$ cat src/rtl/rid_lut_pkg.sv
package rid_lut_pkg;
   localparam int RID_W       = 16;
   localparam int SID_W       = 6;
   localparam int AUX_W       = 3;
   localparam int IDX_FIELD_W = 5;
   localparam int WIN_AW      = 2;

   // bit positions software decodes
   localparam int ACC_FETCH_BIT = 16;
   localparam int D1_VLD_BIT    = 31;
   localparam int D1_AUX_LSB    = 8;
   localparam int D1_SID_LSB    = 0;
   localparam int D2_RID_LSB    = 16;
   localparam int D2_MSK_LSB    = 0;

   localparam logic [WIN_AW-1:0] WIN_ACC  = 2'd0;
   localparam logic [WIN_AW-1:0] WIN_DAT1 = 2'd1;
   localparam logic [WIN_AW-1:0] WIN_DAT2 = 2'd2;

   typedef struct packed {
      logic             vld;
      logic [AUX_W-1:0] aux;
      logic [SID_W-1:0] sid;
      logic [RID_W-1:0] rid;
      logic [RID_W-1:0] msk;
   } lut_entry_t;
endpackage

$ cat src/rtl/rid_lut_window.sv
module rid_lut_window
   import rid_lut_pkg::*;
#(
   parameter int ENTRIES = 32,
   parameter int DATA_W  = 32,
   localparam int IDX_W  = (ENTRIES > 1) ? $clog2(ENTRIES) : 1
) (
   input  logic                    clk,
   input  logic                    rst_n,
   input  logic [WIN_AW-1:0]       cfg_addr,
   input  logic                    cfg_we,
   input  logic [DATA_W-1:0]       cfg_wdata,
   output logic [DATA_W-1:0]       cfg_rdata,
   output lut_entry_t [ENTRIES-1:0] ent_o
);
   lut_entry_t [ENTRIES-1:0] ent_q;
   lut_entry_t               staged;
   logic [IDX_FIELD_W-1:0]   acc_idx_q;
   logic                     acc_fetch_q;
   logic                     d1_vld_q;
   logic [AUX_W-1:0]         d1_aux_q;
   logic [SID_W-1:0]         d1_sid_q;
   logic [RID_W-1:0]         d2_rid_q;
   logic [RID_W-1:0]         d2_msk_q;
   logic [DATA_W-1:0]        rd_word;

   logic [IDX_FIELD_W-1:0]   wr_idx;
   logic [IDX_W-1:0]         wr_sel;
   logic                     idx_ok;
   logic                     wr_acc, fetch, commit;
   logic                     unused_wbits;

   assign unused_wbits = ^cfg_wdata;
   assign wr_idx = cfg_wdata[IDX_FIELD_W-1:0];
   assign wr_sel = wr_idx[IDX_W-1:0];

   // only a table smaller than the index field needs a range check
   generate
      if (ENTRIES < (1 << IDX_FIELD_W)) begin : g_idx_chk
         assign idx_ok = (int'(wr_idx) < ENTRIES);
      end else begin : g_idx_full
         assign idx_ok = 1'b1;
      end
   endgenerate

   assign wr_acc = cfg_we && (cfg_addr == WIN_ACC);
   assign fetch  = wr_acc &&  cfg_wdata[ACC_FETCH_BIT] && idx_ok;
   assign commit = wr_acc && !cfg_wdata[ACC_FETCH_BIT] && idx_ok;

   always_comb begin
      staged     = '0;
      staged.vld = d1_vld_q;
      staged.aux = d1_aux_q;
      staged.sid = d1_sid_q;
      staged.rid = d2_rid_q;
      staged.msk = d2_msk_q;
   end

   always_ff @(posedge clk or negedge rst_n) begin
      if (!rst_n) begin
         for (int i = 0; i < ENTRIES; i++) ent_q[i] <= '0;
      end else if (commit) begin
         ent_q[wr_sel] <= staged;
      end
   end

   always_ff @(posedge clk or negedge rst_n) begin
      if (!rst_n) begin
         acc_idx_q   <= '0;
         acc_fetch_q <= 1'b0;
      end else if (wr_acc) begin
         acc_idx_q   <= wr_idx;
         acc_fetch_q <= cfg_wdata[ACC_FETCH_BIT];
      end
   end

   always_ff @(posedge clk or negedge rst_n) begin
      if (!rst_n) begin
         d1_vld_q <= 1'b0;
         d1_aux_q <= '0;
         d1_sid_q <= '0;
         d2_rid_q <= '0;
         d2_msk_q <= '0;
      end else if (fetch) begin
         d1_vld_q <= ent_q[wr_sel].vld;
         d1_aux_q <= ent_q[wr_sel].aux;
         d1_sid_q <= ent_q[wr_sel].sid;
         d2_rid_q <= ent_q[wr_sel].rid;
         d2_msk_q <= ent_q[wr_sel].msk;
      end else if (cfg_we && cfg_addr == WIN_DAT1) begin
         d1_vld_q <= cfg_wdata[D1_VLD_BIT];
         d1_aux_q <= cfg_wdata[D1_AUX_LSB +: AUX_W];
         d1_sid_q <= cfg_wdata[D1_SID_LSB +: SID_W];
      end else if (cfg_we && cfg_addr == WIN_DAT2) begin
         d2_rid_q <= cfg_wdata[D2_RID_LSB +: RID_W];
         d2_msk_q <= cfg_wdata[D2_MSK_LSB +: RID_W];
      end
   end

   always_comb begin
      rd_word = '0;
      case (cfg_addr)
         WIN_ACC: begin
            rd_word[IDX_FIELD_W-1:0] = acc_idx_q;
            rd_word[ACC_FETCH_BIT]   = acc_fetch_q;
         end
         WIN_DAT1: begin
            rd_word[D1_VLD_BIT]              = d1_vld_q;
            rd_word[D1_AUX_LSB +: AUX_W]     = d1_aux_q;
            rd_word[D1_SID_LSB +: SID_W]     = d1_sid_q;
         end
         WIN_DAT2: begin
            rd_word[D2_RID_LSB +: RID_W]     = d2_rid_q;
            rd_word[D2_MSK_LSB +: RID_W]     = d2_msk_q;
         end
         default: rd_word = '0;
      endcase
   end

   always_ff @(posedge clk or negedge rst_n) begin
      if (!rst_n) cfg_rdata <= '0;
      else        cfg_rdata <= rd_word;
   end

   assign ent_o = ent_q;


   commit_lands_chk: assert property (@(posedge clk) disable iff (!rst_n)
      commit |=> ent_q[$past(wr_sel)] == $past(staged));


   fetch_lands_chk: assert property (@(posedge clk) disable iff (!rst_n)
      fetch |=> (d1_sid_q == $past(ent_q[wr_sel].sid)) &&
                (d1_vld_q == $past(ent_q[wr_sel].vld)) &&
                (d2_rid_q == $past(ent_q[wr_sel].rid)));


   idle_hold_chk: assert property (@(posedge clk) disable iff (!rst_n)
      !cfg_we |=> $stable(d1_sid_q) && $stable(d1_vld_q) && $stable(d2_rid_q) &&
                  $stable(d2_msk_q) && $stable(acc_idx_q));
endmodule

$ cat src/rtl/rid_lut_match.sv
module rid_lut_match
   import rid_lut_pkg::*;
#(
   parameter int ENTRIES = 32
) (
   input  logic                     clk,
   input  logic                     rst_n,
   input  lut_entry_t [ENTRIES-1:0] ent_i,
   input  logic [RID_W-1:0]         lk_rid,
   output logic                     hit_q,
   output logic [SID_W-1:0]         sid_q,
   output logic [AUX_W-1:0]         aux_q
);
   logic [ENTRIES-1:0] hv;
   logic [ENTRIES-1:0] vld_vec;
   logic               hit_d;
   logic [SID_W-1:0]   sid_d;
   logic [AUX_W-1:0]   aux_d;

   generate
      for (genvar g = 0; g < ENTRIES; g++) begin : g_cmp
         assign vld_vec[g] = ent_i[g].vld;
         assign hv[g] = ent_i[g].vld &&
                        (((lk_rid ^ ent_i[g].rid) & ent_i[g].msk) == '0);
      end
   endgenerate

   // walk from the top so the lowest matching index is written last
   always_comb begin
      hit_d = 1'b0;
      sid_d = '0;
      aux_d = '0;
      for (int i = ENTRIES - 1; i >= 0; i--) begin
         if (hv[i]) begin
            hit_d = 1'b1;
            sid_d = ent_i[i].sid;
            aux_d = ent_i[i].aux;
         end
      end
   end

   always_ff @(posedge clk or negedge rst_n) begin
      if (!rst_n) begin
         hit_q <= 1'b0;
         sid_q <= '0;
         aux_q <= '0;
      end else begin
         hit_q <= hit_d;
         sid_q <= sid_d;
         aux_q <= aux_d;
      end
   end


   empty_miss_chk: assert property (@(posedge clk) disable iff (!rst_n)
      (vld_vec == '0) |=> !hit_q && (sid_q == '0));


   follow_match_chk: assert property (@(posedge clk) disable iff (!rst_n)
      (hv != '0) |=> hit_q);
endmodule

$ cat src/rtl/rid_sid_lut.sv
module rid_sid_lut
   import rid_lut_pkg::*;
#(
   parameter int ENTRIES = 32,
   parameter int DATA_W  = 32
) (
   input  logic                clk,
   input  logic                rst_n,
   input  logic [1:0]          cfg_addr,
   input  logic                cfg_we,
   input  logic [DATA_W-1:0]   cfg_wdata,
   output logic [DATA_W-1:0]   cfg_rdata,
   input  logic [15:0]         lk_rid,
   output logic                lk_hit,
   output logic [5:0]          lk_sid,
   output logic [2:0]          lk_aux
);
   generate
      if (ENTRIES < 1 || ENTRIES > (1 << IDX_FIELD_W)) begin : g_bad_depth
         $error("ENTRIES must lie between 1 and the index field range");
      end
      if (DATA_W != 32) begin : g_bad_width
         $error("window words must be 32 bits wide");
      end
   endgenerate

   lut_entry_t [ENTRIES-1:0] ent;

   rid_lut_window #(.ENTRIES(ENTRIES), .DATA_W(DATA_W)) u_win (
      .clk      (clk),
      .rst_n    (rst_n),
      .cfg_addr (cfg_addr),
      .cfg_we   (cfg_we),
      .cfg_wdata(cfg_wdata),
      .cfg_rdata(cfg_rdata),
      .ent_o    (ent)
   );

   rid_lut_match #(.ENTRIES(ENTRIES)) u_match (
      .clk   (clk),
      .rst_n (rst_n),
      .ent_i (ent),
      .lk_rid(lk_rid),
      .hit_q (lk_hit),
      .sid_q (lk_sid),
      .aux_q (lk_aux)
   );
endmodule

$ cat config.mk
export PLATFORM = sky130hd
export DESIGN_NAME = rid_sid_lut
export DESIGN_NICKNAME = d
export VERILOG_FILES = /design/src/rtl/rid_lut_pkg.sv /design/src/rtl/rid_lut_window.sv /design/src/rtl/rid_lut_match.sv /design/src/rtl/rid_sid_lut.sv
export SDC_FILE = /design/constraint.sdc
export NUM_CORES = 2
export LEC_CHECK = 0
export CORE_MARGIN = 2
export CORE_UTILIZATION = 55
export CTS_CLUSTER_DIAMETER = 100
export DETAILED_ROUTE_END_ITERATION = 8
export PLACE_DENSITY = 0.7
export SLEW_MARGIN = 20
export SYNTH_ARGS = -nofsm -noshare
export SYNTH_HDL_FRONTEND = slang
export SYNTH_SLANG_ARGS = --single-unit
$ cat constraint.sdc
create_clock -name clk -period 3 [get_ports clk]
set_input_delay 0.9 -clock clk [delete_from_list [all_inputs] [get_ports clk]]
set_output_delay 0.9 -clock clk [all_outputs]
set_load 0.02 [all_outputs]
Word-level counts from Yosys, hierarchy flattened
Cells that the tools add are included.
{"block": "word_totals", "register_bits": 1434, "inputBits": 53, "output_inout_bits": 42, "word_cells": 436}
{"block": "op_classes", "magnitude_cmp": 2, "n_eq_ne": 3, "mux": 121, "bitwise_logic": 64, "n_reduce_logical": 75}
{"cell": "1344-bit bitwise mux", "count": 1}
{"cell": "16-bit bitwise AND", "count": 32}
{"cell": "16-bit zero test", "count": 32}
{"cell": "16-bit XOR", "count": 32}
{"cell": "42-bit binary-select mux with 5-bit select", "count": 1}
{"cell": "42-bit demux with 5-bit select", "count": 1}
{"cell": "6-bit 2-to-1 mux", "count": 34}
{"cell": "3-bit 2-to-1 mux", "count": 34}
{"cell": "16-bit 2-to-1 mux", "count": 6}
{"cell": "42-bit 2-to-1 mux", "count": 2}
{"cell": "1-bit logical AND", "count": 38}
{"cell": "1-bit 2-to-1 mux", "count": 34}
{"cell": "5-bit one-hot mux with 3 select lines", "count": 1}
{"cell": "14-bit 2-to-1 mux", "count": 1}
{"cell": "5-bit by 6-bit less-than comparator with 1-bit output, second input constant", "count": 1}
{"cell": "1-bit one-hot mux with 2 select lines", "count": 3}
{"cell": "3-bit one-hot mux with 2 select lines", "count": 1}
{"cell": "5-bit by 1-bit greater-or-equal comparator with 1-bit output, second input constant", "count": 1}
{"cell": "5-bit 2-to-1 mux", "count": 1}
{"cell": "2-bit nonzero test", "count": 2}
{"cell": "2-bit by 1-bit equality test with 1-bit output, second input constant", "count": 1}
{"cell": "2-bit equality test, second input constant", "count": 1}
{"cell": "2-bit zero test", "count": 1}
{"cell": "2-bit 2-to-1 mux", "count": 1}
{"cell": "3 further kinds", "count": 3}

Logic depth before layout (Yosys ltp)
{"block": "logic_depth", "depth_word": 36, "depth_mapped": 14}

Cells and area by module
From an unflattened synthesis, not the netlist that was laid out.
{"block": "hier_totals", "cells_unflattened": 5889, "area_unflattened_um2": 75092.0}
{"module": "rid_lut_window", "instances": 1, "cells_each": 4393, "area_each_um2": 63993.9, "seq_area_each_um2": 35634.2}
{"module": "rid_lut_match", "instances": 1, "cells_each": 1496, "area_each_um2": 11098.1, "seq_area_each_um2": 250.2}

Worst setup path before layout
OpenSTA, ideal clock, no wires.
{"block": "synth_timing", "path_type": "in2reg", "startpoint": "in cfg_addr[0]", "endpoint": "reg u_win.ent_q (netlist bit u_win.ent_o[168])", "setup_time_ns": 0.125, "t_arrival_ns": 3.255, "required_ns": 2.875, "path_slack_ns": -0.379, "stages": 10, "path_buffers": 3, "path_cell_list": "inv_1 > ha_1 > clkbuf_1 > nand2_1 > nor3_1 > nand2b_1 > clkbuf_1 > nor3_1 > clkbuf_1 > mux2_2"}
{"block": "synth_between", "elab_chain_cells": 3}
{"item": "start: declaration", "line_no": "rid_sid_lut.sv:9", "text": "input logic [1:0] cfg_addr,"}
{"item": "2-bit zero test", "line_no": "rid_lut_window.sv:46", "text": "assign wr_acc = cfg_we && (cfg_addr == WIN_ACC);"}
{"item": "1-bit logical AND", "line_no": "rid_lut_window.sv:46"}
{"item": "1-bit logical AND", "line_no": "rid_lut_window.sv:48", "text": "assign commit = wr_acc && !cfg_wdata[ACC_FETCH_BIT] && idx_ok;"}
{"item": "end signal: indexed assignment", "line_no": "rid_lut_window.sv:63", "text": "ent_q[wr_sel] <= staged;"}
{"item": "end: declaration", "line_no": "rid_lut_window.sv:16", "text": "lut_entry_t [ENTRIES-1:0] ent_q;"}
Every way passes these cells.
A chain may end at the register's enable or synchronous reset.

Final worst setup path
{"block": "layout_timing", "startpoint": "in lk_rid[11]", "endpoint": "reg u_match.sid_q[5]"}
{"block": "layout_between", "elab_chain_cells": 36, "elab_cells_between_ends": 160, "classes_between": "32 x mux; 64 x bitwise; 64 x reduce/logical"}
{"item": "start: declaration", "line_no": "rid_sid_lut.sv:13", "text": "input logic [15:0] lk_rid,"}
{"item": "16-bit XOR", "line_no": "rid_lut_match.sv:24", "text": "(((lk_rid ^ ent_i[g].rid) & ent_i[g].msk) == '0);"}
{"item": "16-bit bitwise AND", "line_no": "rid_lut_match.sv:24"}
{"item": "16-bit zero test", "line_no": "rid_lut_match.sv:24"}
{"item": "1-bit logical AND", "line_no": "rid_lut_match.sv:23", "text": "assign hv[g] = ent_i[g].vld &&"}
{"item": "6-bit 2-to-1 mux (31 in a row)", "line_no": "rid_lut_match.sv:34", "text": "if (hv[i]) begin"}
{"item": "6-bit 2-to-1 mux *", "line_no": "rid_lut_match.sv:34"}
{"item": "named net u_match.sid_d[5]", "line_no": "rid_lut_match.sv:17", "text": "logic [SID_W-1:0] sid_d;"}
{"item": "end signal: assignment", "line_no": "rid_lut_match.sv:49", "text": "sid_q <= sid_d;"}
{"item": "end: declaration", "line_no": "rid_lut_match.sv:11", "text": "output logic [SID_W-1:0] sid_q,"}
The timed path passes the listed nets; every way through them passes the cells marked *.

==> flow_summary.toml <==
[sta]
fin_skew_ns = 0.0312
fin_crit_ns = 3.15
setup_viol = 8
layout_worst_path_cycle_share_pct = 105
worstMarginPinSlew_ns = 1.22
final_number_of_max_transition_violations = 0
max_clock_freq_ghz = 0.317
timing.slew.headroom_pct = 18.6
setup_slack_ns = -0.152
setup_repair_after_global_routing_missed_its_margin = "true"
timing.final.hold_violations = 0
totalNegativeSetupSlack_ns = -0.401

[clocking]
h-tree-depth = 4
clk_root_buffer_cell = "clkbuf_16"
cts.sinks = 1434
worst_skew_pair.late_latency_ns = 0.83
cts_buffer_depth = 3
tritoncts.num_buffers = 157
cts.clk_slew.worst_paths_ns = 0.06
cts_tree = "built"

[floorplan]
rows = 135
num_io_pins = 95
die_area_um2 = 139000
initial_core_util_pct = 55.4
die_height_um = 373
chipWidth_um = 373
placeable_core_region_um2 = 135000

[setup_path]
critical_path_peak_fanout = 6
worst_ep_required_time_ns = 3.69
r2r_slack_ns = -0.08
timing.setup.critical_path_class = "in2reg"
r2r-start = "u_win.ent_o[108]"
cp-end-kind = "flip-flop"
capturing_point_of_the_worst_reg2reg_path = "u_match.sid_q[5]"
timing.critical_path.from_type = "input port"
timing.critical_path.from = "lk_rid[11]"
worstRegToRegCells = 13
timing.critical_path.to = "u_match.sid_q[5]"
timing.critical_path.arrival_ns = 3.84

[grt]
globalRouteTotalUtil_pct = 42.2
globalRouteOverflowTotal = 0
grt_pass1_wl_mm = 419
grt_pass1_vias = 55700
grt_max_degree = 113
antenna_violations_before_repair = 11

[final_layout]
sequential_cell_area_um2 = 35900
ratio_of_cells_with_drive_above_1_in_the_final_layout_pct = 48.2
synth_to_layout_area_growth_pct = 20.9
final.fill_count = 9838
layout.nets = 6308
area_taken_by_multi_input_logic_gates_um2 = 37400
final-instance-count-excl-fill = 8159

[routing]
detail_route.drc_violations = 0
drtAntennaViolNets = 0
vias = 55600
average_wire_per_standard_cell_um = 36.1
post_dr_vias_cell = 6.82
wirelength_mm = 295
detail_route.iter0.violations = 7022
first_pass_iters = 7

[yosys]
synthCells = 5585
most_used_dff_post_synth = "dfrtp_1"
netlist_top_cells_area = "dfrtp_1 48%, mux2_2 21%, mux4_2 10%"
post_synth_num_cell_types = 83
syn_area_per_cell_um2 = 13.4
synth-async-reset-ratio_pct = 100
synth_most_common_cell = "dfrtp_1"
synthDominantAreaCellType = "dfrtp_1"
postSynthNetCount = 5642
synth_top_cell_area_share_pct = 47.8
synth_top_cells_by_count = "1,434 x dfrtp_1, 1,378 x mux2_2, 512 x xor2_1"
number_of_flip_flops_and_latches_in_the_synthesized_netlist = 1434
number_of_flops_mapped_to_enable_cells_by_yosys = 0
seq_area_frac_synth_pct = 47.8
total_standard_cell_area_after_synthesis_um2 = 75000
synthesis.yosys.warnings = 0

[place]
dpl.cell_count = 7847
post-place-ws_ns = -1.10
dp_hpwl_mm = 218
finalWeightedCongestion = 1.06
port-buffer-count = 94

[status]
result_of_the_run = "finished with violations"
violations = "negative setup slack"

[power]
worst_ir_drop_vdd_v = 0.000506
leakagePower_nw = 43.5
power_density_nw_per_um2 = 560

[worst_hold_path]
worstHoldPathType = "reg2reg"

[run]
max_cap_viol_count = 0
[worst min-delay path by stage]
| stage | start | to | slack [ns] | cells after the start |
|---|---|---|---|---|
| global route | cfg_wdata[2] | u_win.acc_idx_q[2] | 0.48 | 2 |
| detailed placement | u_win.acc_fetch_q | u_win.acc_fetch_q | 0.46 | 2 |
| floorplan | u_win.acc_fetch_q | u_win.acc_fetch_q | 0.45 | 2 |
| global placement | u_win.acc_fetch_q | u_win.acc_fetch_q | 0.46 | 2 |
| finish | u_win.acc_fetch_q | u_win.acc_fetch_q | 0.48 | 2 |
| CTS | cfg_wdata[2] | u_win.acc_idx_q[2] | 0.44 | 2 |
[per-stage QoR]
step	hold slack, ns	util (%)	power [W]	area [µm²]
after floorplan	0.448	-	0.0257	75600
after global placement	0.461	62.4	0.0305	84600
after detailed placement	0.464	62.4	0.0307	84600
after CTS	0.439	66.7	0.0505	90300
after global routing	0.478	67.0	0.0519	90700
final	0.485	67.0	0.0508	90700
[cell usage in the layout (no fill, tap or decap), types with 16 or more instances in the layout]
cell type,netlist,final
a211oi_1,22,18
a21oi_1,101,98
a221oi_1,33,25
a22o_1,40,40
a22oi_1,246,227
a22oi_2,1,20
a31oi_1,23,23
and2_1,27,26
buf_12,7,151
buf_4,16,751
buf_6,29,16
clkbuf_1,280,46
clkbuf_16,0,162
clkbuf_8,0,33
clkdlybuf4s50_1,0,72
clkinv_2,0,20
dfrtp_1,1434,1424
inv_1,41,41
mux2_2,1378,1377
mux2i_1,59,59
mux4_2,346,346
nand2_1,247,231
nand3_1,28,23
nand4_1,65,65
nor2_1,101,89
o211ai_1,17,17
o21ai_0,81,70
o221ai_1,22,20
xor2_1,512,504
[kinds of logic after synthesis]
kind of cell               count (synthesis)  share of synthesized area [%]
DFF                                     1434                           47.8
and+or+nand+nor                          621                           4.16
adders and majority gates                  4                         0.0667
muxes                                   1783                           31.9
AOI/OAI and AO/OA                        688                           6.69
buffers and inverters                    543                           3.44
xor gates and xnor gates                 512                           5.98
[sequential cells by signal, indices dropped and copies added, names as in the netlist]
signal / count
u_match.aux_q: 3
u_win.d2_rid_q: 16
u_win.d2_msk_q: 16
u_win.ent_o: 1344
u_win.d1_vld_q: 1
u_win.acc_fetch_q: 1
u_win.d1_sid_q: 6
u_match.hit_q: 1
u_win.acc_idx_q: 5
u_win.d1_aux_q: 3
u_win.cfg_rdata: 32
u_match.sid_q: 6
[power by group]
group          total [W]  internal, W  switching, W
Combinational    0.00859      0.00356       0.00503
Clock             0.0199       0.0115       0.00840
Sequential        0.0223       0.0205       0.00184
[final cells by class]
type,count,area share [%]
antenna,2,0.00552
clock buffer,240,5.13
clock inverter,44,0.619
inverter,41,0.170
multi-input combinational,3608,41.2
sequential,1434,39.6
tap,1781,2.46
timing repair buffer,1009,10.8
[critical path: stages]
cell and delay (ns):
buf_6 0.12, buf_12 0.15, buf_4 0.15, xor2_1 0.15
a22oi_1 0.21, nand4_1 0.25, a2111oi_4 0.41, buf_12 0.19
or3b_1 0.36, a21oi_2 0.14, a211oi_2 0.06, a211o_1 0.40
a211o_1 0.33
[timing repair]
item                                   4_1_cts  5_1_grt
hold buffers                                 1        0
resized for setup                           62       59
endpoints found under the hold margin       30        0
setup endpoints to repair                    9       10
setup buffers                               16        8
pin swaps                                   33       18
cloned                                       2        1
[per-layer routing]
layer	GRT usage, %	vias to the layer above	part of all wire, %
met5	0	-	0.018
met4	27.9	8	8.1
met3	10.3	816	11
met2	61.5	3463	43
met1	56.2	29200	38
li1	-	22100	-
(Power assumes the default switching activity.)
